File: src/rtl/rxb_pkg.sv
package rxb_pkg;

  typedef struct packed {
    logic       brk;
    logic       frm;
    logic       par;
    logic [7:0] data;
  } rx_entry_t;

  localparam int TRIG_SEL0 = 1;
  localparam int TRIG_SEL1 = 4;
  localparam int TRIG_SEL2 = 8;
  localparam int TRIG_SEL3 = 14;

  function automatic int trig_count(input logic [1:0] sel);
    case (sel)
      2'b00:   return TRIG_SEL0;
      2'b01:   return TRIG_SEL1;
      2'b10:   return TRIG_SEL2;
      default: return TRIG_SEL3;
    endcase
  endfunction

  function automatic logic has_err(input rx_entry_t e);
    return e.brk | e.frm | e.par;
  endfunction

endpackage

File: src/rtl/rxb_store.sv
module rxb_store
  import rxb_pkg::*;
#(
  parameter int DEPTH = 16,
  localparam int PTR_W = $clog2(DEPTH),
  localparam int LVL_W = $clog2(DEPTH + 1)
) (
  input  logic             clk,
  input  logic             rst_n,
  input  logic             clr,
  input  logic             cap_one,
  input  logic             wr_req,
  input  rx_entry_t        wr_entry,
  input  logic             rd_req,
  output rx_entry_t        head,
  output logic [LVL_W-1:0] level,
  output logic             wr_ok,
  output logic             rd_ok
);

  localparam logic [LVL_W-1:0] CAP_FULL = LVL_W'(DEPTH);
  localparam logic [PTR_W-1:0] PTR_LAST = PTR_W'(DEPTH - 1);

  rx_entry_t        mem [DEPTH];
  logic [PTR_W-1:0] wr_ptr_q, wr_ptr_d;
  logic [PTR_W-1:0] rd_ptr_q, rd_ptr_d;
  logic [LVL_W-1:0] level_q, level_d;
  logic [LVL_W-1:0] cap;
  logic             full;

  assign cap   = cap_one ? LVL_W'(1) : CAP_FULL;
  assign full  = (level_q >= cap);
  assign rd_ok = rd_req && (level_q != '0);
  assign wr_ok = wr_req && (!full || rd_ok);
  assign head  = mem[rd_ptr_q];
  assign level = level_q;

  always_comb begin
    wr_ptr_d = wr_ptr_q;
    rd_ptr_d = rd_ptr_q;
    level_d  = level_q;
    if (clr) begin
      wr_ptr_d = '0;
      rd_ptr_d = '0;
      level_d  = '0;
    end else begin
      if (wr_ok) wr_ptr_d = (wr_ptr_q == PTR_LAST) ? '0 : wr_ptr_q + 1'b1;
      if (rd_ok) rd_ptr_d = (rd_ptr_q == PTR_LAST) ? '0 : rd_ptr_q + 1'b1;
      case ({wr_ok, rd_ok})
        2'b10:   level_d = level_q + 1'b1;
        2'b01:   level_d = level_q - 1'b1;
        default: level_d = level_q;
      endcase
    end
  end

  always_ff @(posedge clk or negedge rst_n) begin
    if (!rst_n) begin
      wr_ptr_q <= '0;
      rd_ptr_q <= '0;
      level_q  <= '0;
    end else begin
      wr_ptr_q <= wr_ptr_d;
      rd_ptr_q <= rd_ptr_d;
      level_q  <= level_d;
    end
  end

  always_ff @(posedge clk) begin
    if (wr_ok && !clr) mem[wr_ptr_q] <= wr_entry;
  end

endmodule

File: src/rtl/rxb_err_track.sv
module rxb_err_track #(
  parameter int DEPTH = 16,
  localparam int LVL_W = $clog2(DEPTH + 1)
) (
  input  logic clk,
  input  logic rst_n,
  input  logic clr,
  input  logic add_err,
  input  logic sub_err,
  output logic any_err
);

  logic [LVL_W-1:0] cnt_q, cnt_d;

  always_comb begin
    cnt_d = cnt_q;
    if (clr) begin
      cnt_d = '0;
    end else begin
      case ({add_err, sub_err})
        2'b10:   cnt_d = cnt_q + 1'b1;
        2'b01:   cnt_d = cnt_q - 1'b1;
        default: cnt_d = cnt_q;
      endcase
    end
  end

  always_ff @(posedge clk or negedge rst_n) begin
    if (!rst_n) cnt_q <= '0;
    else        cnt_q <= cnt_d;
  end

  assign any_err = (cnt_q != '0);

endmodule

File: src/rtl/rxb_idle_timer.sv
module rxb_idle_timer #(
  parameter int TICK_W = 12,
  localparam int CNT_W = TICK_W + 2
) (
  input  logic              clk,
  input  logic              rst_n,
  input  logic              clr,
  input  logic              restart,
  input  logic              armed,
  input  logic              tick,
  input  logic [TICK_W-1:0] char_ticks,
  output logic              timeout
);

  logic [CNT_W-1:0] cnt_q, cnt_d;
  logic [CNT_W-1:0] limit_m1;
  logic             to_q, to_d;

  assign limit_m1 = {char_ticks, 2'b00} - 1'b1;

  always_comb begin
    cnt_d = cnt_q;
    to_d  = to_q;
    if (clr || restart) begin
      cnt_d = '0;
      to_d  = 1'b0;
    end else if (!armed) begin
      cnt_d = '0;
    end else if (tick && !to_q) begin
      if (cnt_q == limit_m1) to_d = 1'b1;
      else                   cnt_d = cnt_q + 1'b1;
    end
  end

  always_ff @(posedge clk or negedge rst_n) begin
    if (!rst_n) begin
      cnt_q <= '0;
      to_q  <= 1'b0;
    end else begin
      cnt_q <= cnt_d;
      to_q  <= to_d;
    end
  end

  assign timeout = to_q;

endmodule

File: src/rtl/rx_char_buffer.sv
module rx_char_buffer
  import rxb_pkg::*;
#(
  parameter int DEPTH  = 16,
  parameter int TICK_W = 12,
  localparam int LVL_W = $clog2(DEPTH + 1)
) (
  input  logic              clk,
  input  logic              rst_n,
  input  logic              fifo_mode,
  input  logic [1:0]        trig_sel,
  input  logic [TICK_W-1:0] char_ticks,
  input  logic              tick16,
  input  logic              push_valid,
  input  logic [7:0]        push_data,
  input  logic              push_brk,
  input  logic              push_frm,
  input  logic              push_par,
  input  logic              pop,
  input  logic              status_rd,
  input  logic              flush,
  output logic [7:0]        rd_data,
  output logic              head_brk,
  output logic              head_frm,
  output logic              head_par,
  output logic [LVL_W-1:0]  level,
  output logic              data_ready,
  output logic              trig_hit,
  output logic              timeout,
  output logic              overrun,
  output logic              any_err
);

  rx_entry_t        wr_entry;
  rx_entry_t        head;
  logic             push_eff;
  logic             wr_ok, rd_ok;
  logic             clr;
  logic [LVL_W-1:0] trig_val;
  logic             armed;

  logic mode_q;
  logic brk_hold_q, brk_hold_d;
  logic ovr_q, ovr_d;

  // mode change behaves as a flush
  assign clr = flush || (fifo_mode != mode_q);

  // consecutive break characters collapse into one entry
  assign push_eff = push_valid && !(push_brk && brk_hold_q);

  always_comb begin
    wr_entry.brk  = push_brk;
    wr_entry.frm  = push_frm;
    wr_entry.par  = push_par;
    wr_entry.data = push_brk ? 8'h00 : push_data;
  end

  rxb_store #(.DEPTH(DEPTH)) u_store (
    .clk      (clk),
    .rst_n    (rst_n),
    .clr      (clr),
    .cap_one  (!fifo_mode),
    .wr_req   (push_eff),
    .wr_entry (wr_entry),
    .rd_req   (pop),
    .head     (head),
    .level    (level),
    .wr_ok    (wr_ok),
    .rd_ok    (rd_ok)
  );

  rxb_err_track #(.DEPTH(DEPTH)) u_err (
    .clk     (clk),
    .rst_n   (rst_n),
    .clr     (clr),
    .add_err (wr_ok && has_err(wr_entry)),
    .sub_err (rd_ok && has_err(head)),
    .any_err (any_err)
  );

  assign trig_val = fifo_mode ? LVL_W'(trig_count(trig_sel)) : LVL_W'(1);
  assign armed    = (level != '0) && (level < trig_val);

  rxb_idle_timer #(.TICK_W(TICK_W)) u_idle (
    .clk        (clk),
    .rst_n      (rst_n),
    .clr        (clr),
    .restart    (wr_ok || rd_ok),
    .armed      (armed),
    .tick       (tick16),
    .char_ticks (char_ticks),
    .timeout    (timeout)
  );

  always_comb begin
    brk_hold_d = brk_hold_q;
    if (push_eff) brk_hold_d = push_brk;
    ovr_d = ovr_q;
    if (push_eff && !wr_ok) ovr_d = 1'b1;
    else if (status_rd)     ovr_d = 1'b0;
  end

  always_ff @(posedge clk or negedge rst_n) begin
    if (!rst_n) begin
      mode_q     <= 1'b0;
      brk_hold_q <= 1'b0;
      ovr_q      <= 1'b0;
    end else begin
      mode_q     <= fifo_mode;
      brk_hold_q <= brk_hold_d;
      ovr_q      <= ovr_d;
    end
  end

  assign data_ready = (level != '0);
  assign trig_hit   = data_ready && (level >= trig_val);
  assign overrun    = ovr_q;
  assign rd_data    = data_ready ? head.data : 8'h00;
  assign head_brk   = data_ready && head.brk;
  assign head_frm   = data_ready && head.frm;
  assign head_par   = data_ready && head.par;

endmodule

File: config.mk
export PLATFORM = sky130hd
export DESIGN_NAME = rx_char_buffer
export DESIGN_NICKNAME = d
export VERILOG_FILES = /design/src/rtl/rxb_pkg.sv /design/src/rtl/rxb_store.sv /design/src/rtl/rxb_err_track.sv /design/src/rtl/rxb_idle_timer.sv /design/src/rtl/rx_char_buffer.sv
export SDC_FILE = /design/constraint.sdc
export NUM_CORES = 1
export LEC_CHECK = 0
export BUFFER_PORTS_ARGS = -buffer_cell sky130_fd_sc_hd__buf_2
export CORE_MARGIN = 3
export CORE_UTILIZATION = 60
export CTS_CLUSTER_DIAMETER = 50
export DETAILED_ROUTE_END_ITERATION = 7
export PLACE_DENSITY = 0.76
export SETUP_SLACK_MARGIN = 0.3
export SLEW_MARGIN = 20
export SYNTH_ARGS = -nofsm -noshare
export SYNTH_HDL_FRONTEND = slang
export SYNTH_SLANG_ARGS = --single-unit
export TNS_END_PERCENT = 30
File: constraint.sdc
create_clock -name clk -period 4.7 [get_ports clk]
set_clock_uncertainty 0.1 [all_clocks]
set_input_delay 0.94 -clock clk [delete_from_list [all_inputs] [get_ports clk]]
set_output_delay 0.94 -clock clk [all_outputs]
set_load 0.01 [all_outputs]
## Yosys cells after proc, flatten, opt, wreduce, memory -nomap -nowiden

Memories as Yosys holds them, arrays and structs flattened.
Cells that the tools add are included.

- Memory bits (writable): 176
- Flip-flop bits (word level): 36
- Memories: 1
- Word-level logic and storage cells: 100
- Output and inout bits: 21

- Bitwise operators: 4
- Multiplexer cells: 27
- Add/sub/neg operators: 8
- Order comparisons: 3
- Reductions and logical operators: 36
- Equal/unequal tests: 12

Memories:

| name | words | width | rd ports | clocked after Yosys merged registers in | write ports | RTL line | text |
|---|---|---|---|---|---|---|---|
| u_store.mem | 16 | 11 | 1 | 0 | 1 | rxb_store.sv:24 | `rx_entry_t mem [DEPTH];` |

Operators by type and width:

| kind | count |
|---|---|
| 14-bit 2-to-1 mux | 4 |
| 4-bit 2-to-1 mux | 6 |
| 5-bit 2-to-1 mux | 4 |
| 5-bit case mux with 2 select lines | 2 |
| 8-bit 2-to-1 mux | 2 |
| 14-bit by 1-bit adder with 14-bit output (second input constant) | 1 |
| 14-bit equality test | 1 |
| 1-bit logical AND | 14 |
| 14-bit by 1-bit subtractor with 14-bit output (second input constant) | 1 |
| 4-bit case mux with 3 select lines | 1 |
| 2-bit nonzero test | 6 |
| 5-bit by 1-bit adder with 5-bit output (second input constant) | 2 |
| 5-bit greater-or-equal comparator | 2 |
| 5-bit nonzero test | 2 |
| 5-bit by 1-bit subtractor with 5-bit output (second input constant) | 2 |
| 4-bit by 1-bit adder with 4-bit output (second input constant) | 2 |
| 4-bit equality test (second input constant) | 2 |
| 1-bit 2-to-1 mux | 8 |
| 2-bit by 1-bit equality test with 1-bit output (second input constant) | 3 |
| 2-bit equality test (second input constant) | 3 |
| 3-bit != test (second input constant) | 2 |
| 3-bit nonzero test | 2 |
| 1-bit logical NOT | 5 |
| 5-bit less-than comparator | 1 |
| 6 further kinds | 12 |

## Logic depth before layout (Yosys ltp)

- Depth after elaboration: 9
- Mapped depth: 15
- Mapped depth without buffers: 14

## Modules after synthesis

Synthesis repeated with hierarchy kept, for this count alone.

- Cells, all modules: 594
- Area total of the unflattened synthesis: 9,691.8 um^2

Modules (own cells, without submodules):

| module | cells each | times used | area each (um^2) |
|---|---|---|---|
| rxb_store | 358 | 1 | 7,632.3 |
| rxb_idle_timer | 141 | 1 | 1,219.9 |
| rx_char_buffer | 55 | 1 | 459.2 |
| rxb_err_track | 40 | 1 | 380.4 |

## Worst setup path before layout

No wires, ideal clock.

- Path kind: input -> register
- Start: in fifo_mode
- End: mem u_store.mem[0][0] in the netlist's numbering, enable pin
- Cell stages on the path: 9
- Required time: 4.207 ns
- Data arrival time: 3.138 ns
- Setup slack: 1.069 ns
- Cells stage by stage: inv_1 -> ha_1 -> nand2b_1 -> o41a_1 -> o21ai_1 -> nand2_1 -> nor2_1 -> nand2_1 -> nor3_1

- Longest elaborated chain between the ends: 8

Ends and longest elaborated chain:

| item | RTL line | text |
|---|---|---|
| start, declared | rx_char_buffer.sv:10 | `input logic fifo_mode,` |
| 5-bit 2-to-1 mux | rxb_store.sv:31 | `assign cap = cap_one ? LVL_W'(1) : CAP_FULL;` |
| 5-bit greater-or-equal comparator | rxb_store.sv:32 | `assign full = (level_q >= cap);` |
| 1-bit logical NOT | rxb_store.sv:34 | `assign wr_ok = wr_req && (!full \|\| rd_ok);` |
| 1-bit logical OR | rxb_store.sv:34 |  |
| 1-bit logical AND | rxb_store.sv:34 |  |
| 1-bit logical AND * | rxb_store.sv:70 | `if (wr_ok && !clr) mem[wr_ptr_q] <= wr_entry;` |
| 1-bit 2-to-1 mux * | rxb_store.sv:70 |  |
| 1-bit 2-to-1 mux (not written as such) * | rxb_store.sv:70 |  |
| end, declared | rxb_store.sv:24 |  |

Every way passes the cells marked *; elsewhere a longest branch is shown, timed or not.

## Final worst setup path

- Start: reg u_store.rd_ptr_q[0]
- End: out rd_data[1]

- Longest elaborated chain between the ends: 2

Ends and longest elaborated chain:

| item | RTL line | text |
|---|---|---|
| start, declared | rxb_store.sv:26 | `logic [PTR_W-1:0] rd_ptr_q, rd_ptr_d;` |
| start signal, assigned | rxb_store.sv:64 | `rd_ptr_q <= rd_ptr_d;` |
| memory 16 x 11 bit | -- |  |
| 8-bit 2-to-1 mux | rx_char_buffer.sv:119 | `assign rd_data = data_ready ? head.data : 8'h00;` |
| end, declared | rx_char_buffer.sv:22 | `output logic [7:0] rd_data,` |

No other way between the ends.

==> results.json <==
{
  "fin_ws_ns": 0.636,
  "grt_pass1_vias": 5882,
  "finalWorstPathRequiredPeriod_ns": 4.06,
  "final.setup.tns_ns": 0,
  "gp_congestion": 0.831,
  "io_pins": 54,
  "via_count": 5801,
  "cell_breakdown_of_the_critical_path": "buf_4, mux4_2, mux4_2, nor2b_1, buf_2",
  "critical_path.startpoint_type": "flop",
  "crit_path_end_kind": "output pin",
  "cts_setup_buffers": 0,
  "dp.final_hpwl_mm": 12.9,
  "grt_pass1_wl_mm": 32.5,
  "synth-seq-cells": 212,
  "powerDensity_nw_per_um2": 374,
  "r2r.worst_path.cells": 14,
  "yosysSeqAreaShare": 0.634,
  "htree_levels": 1,
  "critical_path_arrival_ns": 3.02,
  "slew_headroom": 0.330,
  "placement.setup.worst_slack_ns": 0.674,
  "post_synth.cell_area_avg_um2": 15.5,
  "syn_inst": 628,
  "r2r-start": "u_store.rd_ptr_q[1]",
  "dieWidth_um": 133,
  "timing.hold.worst.class": "reg2reg",
  "timing.critical_path.mode_cell": "mux4_2",
  "final_layout_size_suffix_gt1_frac": 0.281,
  "critical-path-max-stage-delay_ns": 0.69,
  "static-leakage-power_nw": 3.92,
  "sink_count_of_the_clock_tree": 212,
  "hold_depth": 1,
  "yosys.cell_types.count": 63,
  "worst_hold_slack_ns": 0.409,
  "path_max_fanout": 23,
  "pin_count_of_the_biggest_net_entering_global_routing": 37,
  "critPathBufInv": 2,
  "vias_per_cell": 6.23,
  "grt_remaining_overflow": 0,
  "cts-buffers-inserted": 24,
  "finalHoldViolations": 0,
  "run_status": "finished clean",
  "crit_required_ns": 3.66,
  "core.rowCount": 45,
  "clkSlewWorstSetupHoldPaths_ns": 0.06,
  "rr_endpoint": "u_err.cnt_q[4]",
  "fin_area_um2": 11100,
  "synth-edff-count": 176,
  "post_synth_instance_area_um2": 9750,
  "portion_of_the_clock_cycle_consumed_by_the_worst_path_in_the_final_layout": 0.865,
  "antenna_found_initial": 0,
  "tightestPinTransition_ns": 0.996,
  "worstSetupPathType": "reg2out",
  "drv_cap": 0,
  "starting_density": 0.627,
  "clock-root-buffer": "clkbuf_16",
  "design.core.area_um2": 15500,
  "yosys_warnings": 0,
  "slew_violations": 0,
  "mappedNetlistNets": 682,
  "synth_ff_type": "edfxtp_1",
  "drtPass1Iterations": 5,
  "placed_area_um2": 10300,
  "dp.cells": 887,
  "die_y_um": 133,
  "max-vdd-ir-drop_mv": 0.290,
  "total_die_area_um2": 17800,
  "globalRouteTotalUtil": 0.236,
  "cts_max_path_buffers": 3,
  "place.port_buffers": 53,
  "synthToLayoutAreaGrowth_pct": 13.7,
  "clkLatencyLatePin_ns": 0.52,
  "drt-wirelength-per-cell_um": 21.9,
  "final_core_utilization": 0.714,
  "total_power_mw": 4.15,
  "detail_route.wirelength_mm": 20.4,
  "tritoncts_clock_tree": "yes",
  "async_flop_share": 0.170,
  "holdPathEnd": "brk_hold_q",
  "final_cell_count_no_fill": 931,
  "num-nets-final": 756,
  "rsz_0062_raised_after_global_routing": "false",
  "timing.critical_path.max_delay_family": "multiplexers",
  "maxClockFrequency_mhz": 246,
  "detail-route-antenna-nets": 0,
  "inserted_diodes": 0,
  "critical_path.slowest_cell": "dfrtp_4",
  "dr.first_iter.drc_count": 389,
  "timing.reg2reg.setup_slack_ns": 1.01,
  "final-setup-viol-count": 0,
  "remaining_drc_errors": 0,
  "hp-start": "brk_hold_q"
}
-- where the power goes --
part	internal (mW)	switching, mW	leakage [nW]
Sequential	2.05	0.0133	2.09
Clock	1.08	0.745	0.381
Combinational	0.102	0.154	1.45
Total	3.23	0.913	3.92
-- worst max path at each step --
stage                         from                end  slack (ns)  cells past startpoint
2_1_floorplan            fifo_mode  u_store.mem[0][0]        1.07                      9
3_3_place_gp         char_ticks[0]   u_idle.cnt_q[12]        0.83                     11
3_5_place_dp              push_brk     u_err.cnt_q[4]        0.67                     14
4_1_cts        u_store.rd_ptr_q[0]         rd_data[3]        0.41                      5
5_1_grt        u_store.rd_ptr_q[0]         rd_data[3]        0.48                      5
6_report       u_store.rd_ptr_q[0]         rd_data[1]        0.64                      5
-- cell families (layout without fill, tap and decap cells) --
kind of cell	after synthesis	in the layout	share of synthesized area
muxes	62	62	0.131
adders and majority gates	21	21	0.0285
AOI/OAI and AO/OA	84	84	0.0593
and+or+nand+nor	178	178	0.0982
DFF	212	212	0.634
xor gates and xnor gates	21	21	0.0189
buffers and inverters	50	142	0.0300
-- cells in the final DEF (no fill, tap or decap), drive strengths merged, types with 3 or more instances in the layout --
cell / n
or4: 10
o31ai: 4
o21ai: 18
inv: 19
nand2: 43
a31oi: 3
a21o: 8
clkbuf: 31
mux2i: 7
a21oi: 21
nor2b: 23
nand4: 8
and3: 8
a22oi: 3
clkinv: 8
buf: 80
xor2: 5
dfrtp: 36
nand2b: 5
ha: 19
xnor2: 16
nor3: 12
mux4: 52
nor2: 34
or3: 9
mux2: 3
nand3: 10
o211ai: 10
nor4: 7
or2: 3
edfxtp: 176
o21a: 3
-- metal layers --
| layer | track usage | vias up | share of wire |
|---|---|---|---|
| li1 | - | 2604 | - |
| met1 | 0.321 | 2938 | 0.40 |
| met2 | 0.398 | 220 | 0.51 |
| met3 | 0.0419 | 39 | 0.067 |
| met4 | 0.0686 | 0 | 0.024 |
| met5 | 0 | - | 0 |
-- Yosys cell counts (all sizes together), types with 9 or more instances --
library cell	n	area, µm²
nor3	12	60.1
nand2	43	161
mux4	52	1170
nand3	10	50.1
or4	10	82.6
buf	12	90.1
nor2	34	128
dfrtp	36	901
o21ai	18	109
a21oi	21	116
ha	19	238
inv	18	67.6
o211ai	10	75.1
edfxtp	176	5290
clkbuf	20	135
xnor2	16	140
or3	9	60.1
nor2b	23	144
-- state kept, by name (all words and copies together) (netlist names), 4 cells and up --
name              flops
u_store.mem         176
u_idle.cnt_q         14
u_err.cnt_q           5
u_store.level         5
u_store.rd_ptr_q      4
u_store.wr_ptr_q      4
-- final cells by class --
cell class | count | area (µm²)
flip-flops and latches | 212 | 6190
fillers | 978 | 4450
multi-input cells | 366 | 3300
clock buffers | 31 | 637
repair buffers | 80 | 468
well taps | 211 | 264
clock inverters | 13 | 158
inverters | 18 | 67.6
-- repair_timing --
action,in CTS,in global routing
gates resized for setup,0,1
setup endpoints to repair,0,2
hold buffers,0,0
No activity file was read; power rests on OpenSTA's default activity.
